File: config.mk
export PLATFORM = sky130hd
export DESIGN_NAME = nibble_irq_ctrl
export DESIGN_NICKNAME = d
export VERILOG_FILES = /design/src/rtl/nfic_pkg.sv /design/src/rtl/nfic_edge_sync.sv /design/src/rtl/nfic_regs.sv /design/src/rtl/nfic_arbiter.sv /design/src/rtl/nibble_irq_ctrl.sv
export SDC_FILE = /design/constraint.sdc
export NUM_CORES = 1
export LEC_CHECK = 0
export BUFFER_PORTS_ARGS = -buffer_cell sky130_fd_sc_hd__buf_4
export CORE_UTILIZATION = 40
export CTS_CLUSTER_SIZE = 25
export DETAILED_ROUTE_END_ITERATION = 16
export HOLD_SLACK_MARGIN = 0.08
export PLACE_DENSITY = 0.69
export RECOVER_POWER = 25
export SLEW_MARGIN = 20
export SYNTH_ARGS = -nofsm -noshare
export SYNTH_HDL_FRONTEND = slang
export SYNTH_HIERARCHICAL = 1
export SYNTH_SLANG_ARGS = --single-unit
File: constraint.sdc
create_clock -name clk -period 36.6 [get_ports clk]
set_input_delay 3.66 -clock clk [delete_from_list [all_inputs] [get_ports clk]]
set_output_delay 3.66 -clock clk [all_outputs]
set_load 0.01 [all_outputs]
File: src/rtl/nfic_pkg.sv
package nfic_pkg;
    localparam int NUM_SRC        = 28;
    localparam int PRIO_W         = 3;
    localparam int FIELD_W        = 4;
    localparam int FIELDS_PER_REG = 8;
    localparam int NUM_CTRL       = 4;
    localparam int DATA_W         = 32;
    localparam int ADDR_W         = 3;
    localparam int ID_W           = $clog2(NUM_SRC);
    localparam int POL_ADDR       = NUM_CTRL;

    // Sources 0-3 and 25-26 are edge-captured pins.
    localparam logic [NUM_SRC-1:0] EDGE_SRC = 28'h600000F;

    // Low bit of the field belonging to source s (first source at the top).
    function automatic int fld_lsb(int s);
        return DATA_W - FIELD_W * ((s % FIELDS_PER_REG) + 1);
    endfunction

    // Polarity bit belonging to source s.
    function automatic int pol_bit(int s);
        return DATA_W - 1 - s;
    endfunction
endpackage

File: src/rtl/nfic_edge_sync.sv
module nfic_edge_sync
    import nfic_pkg::*;
#(
    parameter int                 N_SRC = NUM_SRC,
    parameter logic [N_SRC-1:0]   EDGES = EDGE_SRC
) (
    input  logic             clk,
    input  logic             rst_n,
    input  logic [N_SRC-1:0] src_in,
    input  logic [N_SRC-1:0] rise_sel,
    output logic [N_SRC-1:0] edge_hit
);
    typedef struct packed {
        logic [N_SRC-1:0] meta;
        logic [N_SRC-1:0] sync;
        logic [N_SRC-1:0] prev;
    } sync_t;

    sync_t st_d, st_q;

    always_comb begin
        st_d      = st_q;
        st_d.meta = src_in & EDGES;
        st_d.sync = st_q.meta;
        st_d.prev = st_q.sync;
    end

    always_ff @(posedge clk or negedge rst_n) begin
        if (!rst_n) st_q <= '0;
        else        st_q <= st_d;
    end

    for (genvar g = 0; g < N_SRC; g++) begin : g_det
        if (EDGES[g]) begin : g_pin
            assign edge_hit[g] = rise_sel[g] ? ( st_q.sync[g] & ~st_q.prev[g])
                                             : (~st_q.sync[g] &  st_q.prev[g]);
        end else begin : g_none
            assign edge_hit[g] = 1'b0;
        end
    end
endmodule

File: src/rtl/nfic_regs.sv
module nfic_regs
    import nfic_pkg::*;
#(
    parameter int               N_SRC = NUM_SRC,
    parameter int               P_W   = PRIO_W,
    parameter logic [N_SRC-1:0] EDGES = EDGE_SRC
) (
    input  logic                         clk,
    input  logic                         rst_n,
    input  logic                         wr_en,
    input  logic [ADDR_W-1:0]            addr,
    input  logic [DATA_W-1:0]            wdata,
    input  logic [N_SRC-1:0]             src_in,
    input  logic [N_SRC-1:0]             edge_hit,
    output logic [DATA_W-1:0]            rdata,
    output logic [N_SRC-1:0][P_W-1:0]    prio,
    output logic [N_SRC-1:0]             active,
    output logic [N_SRC-1:0]             rise_sel
);
    function automatic logic [DATA_W-1:0] build_pol_mask();
        logic [DATA_W-1:0] m;
        m = '0;
        for (int s = 0; s < N_SRC; s++)
            if (EDGES[s]) m[pol_bit(s)] = 1'b1;
        return m;
    endfunction

    localparam logic [DATA_W-1:0] POL_MASK = build_pol_mask();

    typedef struct packed {
        logic [N_SRC-1:0][P_W-1:0] prio;
        logic [N_SRC-1:0]          pend;
        logic [DATA_W-1:0]         pol;
    } regs_t;

    regs_t            st_d, st_q;
    logic [N_SRC-1:0] fld_wr;

    // Per-field write strobe: word matches and the field's top bit is set.
    always_comb begin
        for (int s = 0; s < N_SRC; s++)
            fld_wr[s] = wr_en && (int'(addr) == s / FIELDS_PER_REG)
                        && wdata[fld_lsb(s) + P_W];
    end

    always_comb begin
        st_d = st_q;
        for (int s = 0; s < N_SRC; s++) begin
            if (fld_wr[s]) st_d.prio[s] = wdata[fld_lsb(s) +: P_W];
            if (EDGES[s]) st_d.pend[s] = edge_hit[s] | (st_q.pend[s] & ~fld_wr[s]);
            else          st_d.pend[s] = 1'b0;
        end
        if (wr_en && int'(addr) == POL_ADDR) st_d.pol = wdata & POL_MASK;
    end

    always_ff @(posedge clk or negedge rst_n) begin
        if (!rst_n) begin
            st_q.prio <= '0;
            st_q.pend <= '0;
            st_q.pol  <= POL_MASK;
        end else begin
            st_q <= st_d;
        end
    end

    always_comb begin
        for (int s = 0; s < N_SRC; s++) begin
            prio[s]     = st_q.prio[s];
            active[s]   = EDGES[s] ? st_q.pend[s] : src_in[s];
            rise_sel[s] = st_q.pol[pol_bit(s)];
        end
    end

    always_comb begin
        rdata = '0;
        if (int'(addr) < NUM_CTRL) begin
            for (int s = 0; s < N_SRC; s++) begin
                if (int'(addr) == s / FIELDS_PER_REG) begin
                    rdata[fld_lsb(s) +: P_W] = st_q.prio[s];
                    rdata[fld_lsb(s) + P_W]  = EDGES[s] ? st_q.pend[s] : src_in[s];
                end
            end
        end else if (int'(addr) == POL_ADDR) begin
            rdata = st_q.pol;
        end
    end

    for (genvar g = 0; g < N_SRC; g++) begin : g_chk
        localparam int LSB  = fld_lsb(g);
        localparam int WIDX = g / FIELDS_PER_REG;

        // no strobe for this field means the priority holds
        a_r3_prio_holds: assert property (@(posedge clk) disable iff (!rst_n)
            !(wr_en && int'(addr) == WIDX && wdata[LSB + P_W]) |=> $stable(st_q.prio[g]));

        if (EDGES[g]) begin : g_edge
            // acknowledge without a coincident edge clears the latch
            a_r7_ack_clears: assert property (@(posedge clk) disable iff (!rst_n)
                (wr_en && int'(addr) == WIDX && wdata[LSB + P_W] && !edge_hit[g])
                |=> !st_q.pend[g]);
            // a detected edge always leaves the latch set
            a_r7_edge_sets: assert property (@(posedge clk) disable iff (!rst_n)
                edge_hit[g] |=> st_q.pend[g]);
        end
    end
endmodule

File: src/rtl/nfic_arbiter.sv
module nfic_arbiter
    import nfic_pkg::*;
#(
    parameter int N_SRC = NUM_SRC,
    parameter int P_W   = PRIO_W,
    parameter int I_W   = ID_W
) (
    input  logic [N_SRC-1:0][P_W-1:0] prio,
    input  logic [N_SRC-1:0]          active,
    output logic [P_W-1:0]            best_lvl,
    output logic [I_W-1:0]            best_id
);
    // Strictly-greater scan from index 0 keeps the lowest index on ties.
    always_comb begin
        best_lvl = '0;
        best_id  = '0;
        for (int s = 0; s < N_SRC; s++) begin
            if (active[s] && prio[s] > best_lvl) begin
                best_lvl = prio[s];
                best_id  = I_W'(s);
            end
        end
    end
endmodule

File: src/rtl/nibble_irq_ctrl.sv
module nibble_irq_ctrl
    import nfic_pkg::*;
#(
    parameter int               N_SRC = NUM_SRC,
    parameter int               P_W   = PRIO_W,
    parameter int               I_W   = ID_W,
    parameter logic [N_SRC-1:0] EDGES = EDGE_SRC
) (
    input  logic               clk,
    input  logic               rst_n,
    input  logic               reg_we,
    input  logic [ADDR_W-1:0]  reg_addr,
    input  logic [DATA_W-1:0]  reg_wdata,
    output logic [DATA_W-1:0]  reg_rdata,
    input  logic [N_SRC-1:0]   src_in,
    output logic [P_W-1:0]     irq_level,
    output logic [I_W-1:0]     irq_id
);
    typedef struct packed {
        logic [P_W-1:0] lvl;
        logic [I_W-1:0] id;
    } out_t;

    logic [N_SRC-1:0]          edge_hit;
    logic [N_SRC-1:0]          rise_sel;
    logic [N_SRC-1:0]          active;
    logic [N_SRC-1:0][P_W-1:0] prio;
    logic [P_W-1:0]            best_lvl;
    logic [I_W-1:0]            best_id;
    out_t                      out_d, out_q;

    nfic_edge_sync #(.N_SRC(N_SRC), .EDGES(EDGES)) u_sync (
        .clk      (clk),
        .rst_n    (rst_n),
        .src_in   (src_in),
        .rise_sel (rise_sel),
        .edge_hit (edge_hit)
    );

    nfic_regs #(.N_SRC(N_SRC), .P_W(P_W), .EDGES(EDGES)) u_regs (
        .clk      (clk),
        .rst_n    (rst_n),
        .wr_en    (reg_we),
        .addr     (reg_addr),
        .wdata    (reg_wdata),
        .src_in   (src_in),
        .edge_hit (edge_hit),
        .rdata    (reg_rdata),
        .prio     (prio),
        .active   (active),
        .rise_sel (rise_sel)
    );

    nfic_arbiter #(.N_SRC(N_SRC), .P_W(P_W), .I_W(I_W)) u_arb (
        .prio     (prio),
        .active   (active),
        .best_lvl (best_lvl),
        .best_id  (best_id)
    );

    always_comb begin
        out_d     = out_q;
        out_d.lvl = best_lvl;
        out_d.id  = best_id;
    end

    always_ff @(posedge clk or negedge rst_n) begin
        if (!rst_n) out_q <= '0;
        else        out_q <= out_d;
    end

    assign irq_level = out_q.lvl;
    assign irq_id    = out_q.id;

    for (genvar g = 0; g < N_SRC; g++) begin : g_out_chk
        // an active unmasked source is never beaten by a lower level or a
        // higher index at the same level
        a_r9_max_low_index: assert property (@(posedge clk) disable iff (!rst_n)
            (active[g] && prio[g] != '0) |=>
                (irq_level > $past(prio[g])) ||
                (irq_level == $past(prio[g]) && irq_id <= I_W'(g)));
        // a masked source never wins
        a_r4_masked_loses: assert property (@(posedge clk) disable iff (!rst_n)
            (prio[g] == '0) |=> !(irq_level != '0 && irq_id == I_W'(g)));
    end
endmodule

* Yosys cells after proc, flatten, opt, wreduce, memory -nomap -nowiden *
Index checks and enable logic that the tools add are counted.

storage, ports and cells
  flip-flop bits (word level) = 122
  output and inout bits = 40
  word-level logic and storage cells = 263

operators by class
  magnitude comparators = 29
  eq/ne operators = 4
  multiplexer cells = 91
  bitwise operators = 42
  reduce and logical (&&, ||, !) cells = 62

operators with widths
  operator                                             count
  2-to-1 mux 4 bit                                     36
  2-to-1 mux 3 bit                                     32
  > comparator 3 bit                                   27
  2-to-1 mux 32 bit                                    2
  logical AND 1 bit                                    61
  2-to-1 mux 5 bit                                     12
  bitwise AND 1 bit                                    18
  NOT 1 bit                                            18
  equality test 3 bit, second input constant           3
  2-to-1 mux 1 bit                                     7
  bitwise OR 1 bit                                     6
  2-to-1 mux 2 bit                                     2
  equality test 3 x 2 -> 1 bit, second input constant  1
  > comparator 3 x 1 -> 1 bit, second input constant   1
  zero test 3 bit                                      1
  < comparator 3 bit, second input constant            1

* Depth between registers and ports, before layout *
Gate-level depths: netlist of the first run.

  word-level depth = 84
  gate-level depth with buffers = 199
  mapped depth without buffers = 198

* Cells and area by module *
The synthesis of the first run kept the hierarchy.

by module, submodules not included
  module           instances  cells an instance  area an instance (um^2)
  nfic_regs        1          395                5,014.8
  nfic_arbiter     1          649                4,180.3
  nfic_edge_sync   1          59                 750.7
  nibble_irq_ctrl  1          8                  200.2

* Least setup slack after synthesis of the first run *
No wires, ideal clock.

  path kind = reg2reg
  from = register u_regs.st_q (netlist bit u_regs/active[0])
  to = register out_q (netlist bit irq_id[4])
  setup time = 0.139 ns
  arrival = 34.636 ns
  data required time = 36.461 ns
  slack = 1.825 ns
  cell stages (with the launch flop) = 189
  buffers on the path = 1
  clock period less this slack = 34.775 ns
  cells stage by stage = dfrtp_1 and2_1 inv_1 ha_1 or2_1 o2111ai_1 mux2_2 ha_1 nor2_1 a22oi_1 o32ai_1 a21oi_1 ha_1 nor2_1 o211ai_1 o221ai_1 a211oi_1 or2_2 (+153 left out) a222oi_1 o21a_2 inv_2 o21ai_1 nand2_1 ha_1 a21oi_1 nor2_1 o21ai_0 nand2_1 mux2i_1 ha_1 nor2b_1 o21ai_0 a21oi_1 inv_1 nand2_1 or4_1

on the way
  cells in the longest elaborated chain, start to end = 83
  elaborated cells between the ends (all ways) = 94
  those cells by class = 27 x order compare; 39 x mux; 28 x reduce/logical

ends and longest elaborated chain
  what                    RTL line               text
  from (decl)             nfic_regs.sv:36        regs_t st_d, st_q;
  from (signal assigned)  nfic_regs.sv:62        st_q <= st_d;
  logical AND 1 bit (*)   nfic_arbiter.sv:18     if (active[s] && prio[s] > best_lvl) begin
  2-to-1 mux 3 bit (*)    nfic_arbiter.sv:18
  > comparator 3 bit      nfic_arbiter.sv:18
  logical AND 1 bit       nfic_arbiter.sv:18
  2-to-1 mux 3 bit (*)    nfic_arbiter.sv:18
  > comparator 3 bit      nfic_arbiter.sv:18
  logical AND 1 bit       nfic_arbiter.sv:18
  2-to-1 mux 3 bit (*)    nfic_arbiter.sv:18
  (+68 left out)          -
  2-to-1 mux 3 bit        nfic_arbiter.sv:18
  > comparator 3 bit      nfic_arbiter.sv:18
  logical AND 1 bit       nfic_arbiter.sv:18
  2-to-1 mux 3 bit        nfic_arbiter.sv:18
  > comparator 3 bit      nfic_arbiter.sv:18
  logical AND 1 bit       nfic_arbiter.sv:18
  2-to-1 mux 5 bit (*)    nfic_arbiter.sv:18
  via best_id[4]          nibble_irq_ctrl.sv:29  logic [I_W-1:0] best_id;
  to (signal assigned)    nibble_irq_ctrl.sv:69  else out_q <= out_d;
  to (decl)               nibble_irq_ctrl.sv:30  out_t out_d, out_q;

Mark *: on every way through the listed nets, which the timed path passes. The rest lies on a longest branch.
A chain may end at the register's enable or synchronous reset.

* Final worst setup path of the first run *
Same ends and word-level chain as after synthesis.

==> results of run 1 <==
## state kept, by name, summed over array words and instances (netlist names)
register / count
u_sync/st_q: 6
u_sync/st_d: 12
u_regs/active: 6
irq_id: 5
u_regs/prio: 84
u_regs/rise_sel: 6
irq_level: 3
## metrics by stage
step,hold slack [ns],std cells,setup TNS [ns],cell area (um2),setup WS [ns]
floorplan,0.331,1065,0,9810,1.83
global placement,0.332,1492,-0.394,11100,-0.171
detailed placement,0.335,1492,-2.36,11100,-0.509
CTS,0.348,1525,0,11700,0.0102
global route,0.353,1554,-2.09,12400,-0.388
finish,0.346,1554,0,12400,1.44
## layer usage
metal / wire (um) / global-route usage / vias to the layer above / part of all wire
met5: 0 / 0 / - / 0
met4: 1250 / 0.120 / 0 / 0.038
met3: 2180 / 0.0455 / 89 / 0.066
met2: 16000 / 0.430 / 417 / 0.48
met1: 13600 / 0.329 / 4677 / 0.41
li1: - / - / 4280 / -
## worst max-delay path: cells and delay by family, from the launching register on
| kind | cells | cell delay (ns) |
|---|---|---|
| AOI/OAI and AO/OA | 80 | 12.87 |
| adders and majority gates | 34 | 9.90 |
| buffers and inverters | 8 | 0.89 |
| DFF | 1 | 0.45 |
| muxes | 4 | 1.19 |
| and+or+nand+nor | 68 | 9.70 |
## repair_timing
item                                    in CTS  in global routing
pin swaps                                    2                 68
buffers inserted                             3                 29
endpoints found under the setup margin       8                  8
gates resized for setup                     12                103
## final timing paths
check                                       from                to  slack, ns  cells past startpoint
worst max-delay path            u_regs/active[0]         irq_id[4]       1.44                    194
worst min-delay path             u_sync/st_d[54]   u_sync/st_d[26]       0.35                      0
worst max register to register  u_regs/active[0]         irq_id[4]       1.44                    194
worst min register to register   u_sync/st_d[54]   u_sync/st_d[26]       0.35                      0
max in group asynchronous                  rst_n  u_regs/active[0]      30.22                      2
min in group asynchronous                  rst_n   u_sync/st_d[54]       4.24                      1
## power groups by stage
stage          sequential, mW  clock [mW]  combinational [mW]
2_1_floorplan           0.196           0               0.595
6_report                0.214       0.168                1.07
4_1_cts                 0.211       0.170               0.863
3_5_place_dp            0.213           0               0.842
5_1_grt                 0.217       0.176                1.15
3_3_place_gp            0.212           0               0.833
## layout make-up
class | count | area, um2 | area share
Tap cell | 319 | 399 | 0.0323
Clock buffer | 21 | 460 | 0.0373
Multi-Input combinational cell | 843 | 6720 | 0.544
Sequential cell | 122 | 3060 | 0.248
Timing Repair Buffer | 186 | 1390 | 0.113
Clock inverter | 9 | 118 | 0.00952
Inverter | 54 | 203 | 0.0164
==> key figures, run 1 <==
Clocking
  • # clock sinks: 122
  • Hold Buf Count CTS: 0
  • CTS tree: yes
  • Root buf cell: clkbuf_16
  • Htree depth: 4
  • Max Root-Sink Buffers: 2
  • Clk slew on worst S/H paths: 0.06 ns
  • Worst-skew pair later-pin latency: 0.43 ns
  • Cts bufs inserted: 17

Floorplan
  • Chip Width: 159 um
  • Area of the core: 0.0238 mm2
  • Initial Util: 0.413
  • IO Count: 106
  • Die ar.: 0.0252 mm2
  • Chip Height: 159 um
  • Row cnt: 56

Critical path
  • Worst Path Arrival: 35.45 ns
  • Slowest CP cell: or4_4
  • Top fanout value on the critical path: 6
  • WS Path Type: flop to flop
  • Critical Path Source Type: flop
  • Most frequent CP cell: ha_1
  • WP data required: 36.90 ns
  • Crit end category: flop
  • Max incr delay on CP: 0.54 ns

Yosys
  • Yosys warning count: 6
  • Area of the mapped netlist: 0.00981 mm2
  • Post-Syn Instances: 1065
  • Mean post-synth cell area: 9.21 um2
  • Syn Nets: 1163

Pwr
  • Clk pwr share: 0.116
  • Cell internal pwr: 777 uW
  • Leak Pwr: 5.38 nW
  • Logic pwr share: 0.736
  • Seq pwr share: 0.148
  • Net Sw Frac: 0.463
  • Switching pwr: 670 uW
  • Worst VDD drop: 0.0539 mV
  • Total Power: 1.45 mW
  • PD cells: 117 mW/mm2

Status
  • Failing checks: max-capacitance violations, max-slew violations
  • Outcome: complete, but fails checks

Detailed routing
  • DRC: 0
  • Drt wl/cell: 21.3 um
  • Drt first-iter violations: 761
  • TritonRoute pass-1 iters: 5
  • Via/cell ratio: 6.09
  • Antenna Nets Post-Route: 0
  • Detailed-route via count: 9463
  • DRT Wirelength: 33000 um

Job
  • Max_cap viols: 1

Cells and area
  • Share of layout cells above drive strength 1: 0.390
  • Total Nets Final: 1322
  • Fillers: 2106
  • Diode count: 0
  • Commonest non-fill, non-tap cell in the layout: buf_4
  • Commonest non-fill, non-tap cells in the layout: 179 x buf_4, 136 x nand2_1, 115 x dfrtp_1
  • Final Util: 0.520
  • Area grow syn2layout: 25.9%

Global routing
  • Total gr overflow: 0
  • Initial antenna violation count: 0
  • First-pass GRT wire length: 48900 um
  • Vias in the first global route: 8774
  • Largest net degree at the start of global routing: 67
  • Total GRT Usage: 0.260

Place
  • Port Buffers: 105
  • DP HPWL: 24300 um
  • GP Congestion: 0.957

STA
  • FMAX: 28.4 MHz
  • Relative slew slack: -1.03
  • Max-slew violation count: 58
  • Final count of hold timing violations: 0
  • Least-Margin Pin Slew: 3.05 ns
  • Final setup viols: 0
  • Worst Skew: 0.0102 ns
  • Final Cycle Share: 0.961
  • Final Critical Period: 35.16 ns

Min path
  • Worst hold path type: flop to flop
No activity file was read; power rests on OpenSTA's default activity.
==> run 2: changes to the inputs <==
- PLACE_DENSITY: 0.69 -> 0.67
- clock period: 36.6 -> 43.7 ns (I/O delays scaled with it)
==> key figures, run 2 (synthesis results as in run 1) <==
Place
  • DP HPWL: 24000 um (was 24300 um)
  • Port Buffers: 105 (unchanged)
  • Inst Count DP: 1447 (was 1492)
  • GP Congestion: 0.927 (was 0.957)

Critical path
  • Worst Path Arrival: 40.57 ns (was 35.45 ns)
  • Top fanout value on the critical path: 7 (was 6)
  • WP data required: 43.99 ns (was 36.90 ns)
  • Critical Path Source Type: flop (unchanged)
  • Reg2reg start: u_regs/active[0] (unchanged)
  • Critical Path Sink: irq_id[4] (unchanged)
  • Max incr delay on CP: 0.57 ns (was 0.54 ns)
  • Crit end category: flop (unchanged)
  • FF-to-FF path depth: 190 (was 194)
  • Slowest CP cell: or3b_2 (was or4_4)
  • RR Endpoint: irq_id[4] (unchanged)
  • WS Path Type: flop to flop (unchanged)
  • Crit path launch: u_regs/active[0] (unchanged)
  • Reg2reg setup slack: 3.41 ns (was 1.44 ns)

Clocking
  • Clk slew on worst S/H paths: 0.06 ns (about the same)
  • Setup Fix Bufs, Post-CTS: 0 (was 3)
  • Htree depth: 4 (unchanged)
  • Root buf cell: clkbuf_16 (unchanged)
  • # clock sinks: 122 (unchanged)
  • Hold Buf Count CTS: 0 (unchanged)
  • Worst-skew pair later-pin latency: 0.43 ns (about the same)
  • Cts bufs inserted: 17 (unchanged)
  • CTS tree: yes (unchanged)
  • Max Root-Sink Buffers: 2 (unchanged)
  • Resized cells post-CTS: 0 (was 12)

Cells and area
  • Commonest non-fill, non-tap cells in the layout: 139 x nand2_1, 116 x dfrtp_1, 100 x buf_4 (was 179 x buf_4, 136 x nand2_1, 115 x dfrtp_1)
  • Share of layout cells above drive strength 1: 0.273 (was 0.390)
  • Most flop-heavy register: u_regs/prio (unchanged)
  • Diode count: 0 (unchanged)
  • Final Util: 0.477 (was 0.520)
  • Area grow syn2layout: 15.4% (was 25.9%)
  • Final Non-Filler Cells: 1479 (was 1554)
  • Commonest non-fill, non-tap cell in the layout: nand2_1 (was buf_4)
  • Total Nets Final: 1245 (was 1322)
  • Largest register FFs: 84 (unchanged)

Pwr
  • Leak Pwr: 4.92 nW (was 5.38 nW)
  • PD cells: 87.3 mW/mm2 (was 117 mW/mm2)
  • Total Power: 988 uW (was 1.45 mW)
  • Worst VDD drop: 0.0420 mV (was 0.0539 mV)

STA
  • Worst hold slack: 0.348 ns (was 0.346 ns)
  • Least-Margin Pin Slew: 3.05 ns (about the same)
  • Final count of hold timing violations: 0 (unchanged)
  • Setup TNS: 0 ns (unchanged)
  • Relative slew slack: -1.03 (about the same)
  • RSZ-0062 raised after global routing: false
  • Max-slew violation count: 93 (was 58)
  • Worst Skew: 0.00834 ns (was 0.0102 ns)
  • Final setup viols: 0 (unchanged)
  • FMAX: 24.8 MHz (was 28.4 MHz)
  • Final Critical Period: 40.29 ns (was 35.16 ns)
  • Final Cycle Share: 0.922 (was 0.961)

Detailed routing
  • Detailed-route via count: 8940 (was 9463)
  • Drt first-iter violations: 741 (was 761)
  • Antenna Nets Post-Route: 0 (unchanged)
  • Via/cell ratio: 6.04 (was 6.09)
  • TritonRoute pass-1 iters: 6 (was 5)
  • Drt wl/cell: 21.1 um (was 21.3 um)
  • DRT Wirelength: 31300 um (was 33000 um)
  • DRC: 0 (unchanged)

Global routing
  • Total GRT Usage: 0.252 (was 0.260)
  • Largest net degree at the start of global routing: 76 (was 67)
  • Total gr overflow: 0 (unchanged)
  • Initial antenna violation count: 1 (was 0)
  • First-pass GRT wire length: 47300 um (was 48900 um)
  • Vias in the first global route: 8338 (was 8774)

Floorplan
  • Initial Util: 0.413 (unchanged)
  • Area of the core: 0.0238 mm2 (unchanged)
  • Chip Height: 159 um (unchanged)
  • Chip Width: 159 um (unchanged)
  • IO Count: 106 (unchanged)
  • Die ar.: 0.0252 mm2 (unchanged)
  • Row cnt: 56 (unchanged)

Status
  • Failing checks: max-capacitance violations, max-slew violations (unchanged)
  • Outcome: complete, but fails checks (unchanged)

Min path
  • Worst hold path type: flop to flop (unchanged)
  • Hold Path Cell Cnt: 0 (unchanged)

Job
  • Max_cap viols: 2 (was 1)
## run 2: changes by cell type in the layout (fill, tap and decap cells not counted), sizes merged
cell,previous run,this run
buf,179,100
clkbuf,28,30
inv,55,57
## run 2: cell type report
class | count | area, um2
multi-input combinational | 843 | 6240
inverter | 54 | 203
clock inverter | 11 | 135
tap | 319 | 399
timing repair buffer | 109 | 807
clock buffer | 21 | 470
sequential | 122 | 3060
fill | 2236 | 12400
## run 2: worst min path at each step
| stage | from | endpoint | slack (ns) |
|---|---|---|---|
| final | u_sync/st_d[30] | u_sync/st_d[2] | 0.35 |
| after global placement | u_sync/st_d[29] | u_sync/st_d[1] | 0.33 |
| after global routing | u_sync/st_d[54] | u_sync/st_d[26] | 0.36 |
| after CTS | u_sync/st_d[53] | u_sync/st_d[25] | 0.35 |
| after detailed placement | u_sync/st_d[30] | u_sync/st_d[2] | 0.34 |
| after floorplan | u_sync/st_d[28] | u_sync/st_d[0] | 0.33 |
## run 2: where the power goes
part | total, mW | internal (mW) | leakage, nW | switching (mW)
sequential | 0.180 | 0.141 | 1.45 | 0.0396
clock | 0.144 | 0.0892 | 0.287 | 0.0552
combinational | 0.663 | 0.285 | 3.19 | 0.378
## run 2: worst max-delay path: cells and delay by family (launching register included)
family	cells	cell delay (ns)
AOI/OAI and AO/OA	81	17.36
and+or+nand+nor	67	11.04
adders and majority gates	34	9.51
muxes	4	1.33
DFF	1	0.47
buffers and inverters	4	0.44
## run 2: per-stage QoR
| stage | instance area (um2) | worst slack (ns) |
|---|---|---|
| 6_report | 11300 | 3.41 |
| 3_3_place_gp | 10700 | 5.06 |
| 2_1_floorplan | 9810 | 8.93 |
| 3_5_place_dp | 10700 | 4.32 |
| 5_1_grt | 11300 | 0.289 |
| 4_1_cts | 11300 | 4.13 |
## run 2: routing by layer
layer / track usage / part of all wire / up-vias
met3: 0.0465 / 0.059 / 63
li1: - / - / 4132
met1: 0.321 / 0.43 / 4393
met4: 0.108 / 0.033 / 0
met5: 0 / 0 / -
met2: 0.419 / 0.48 / 352
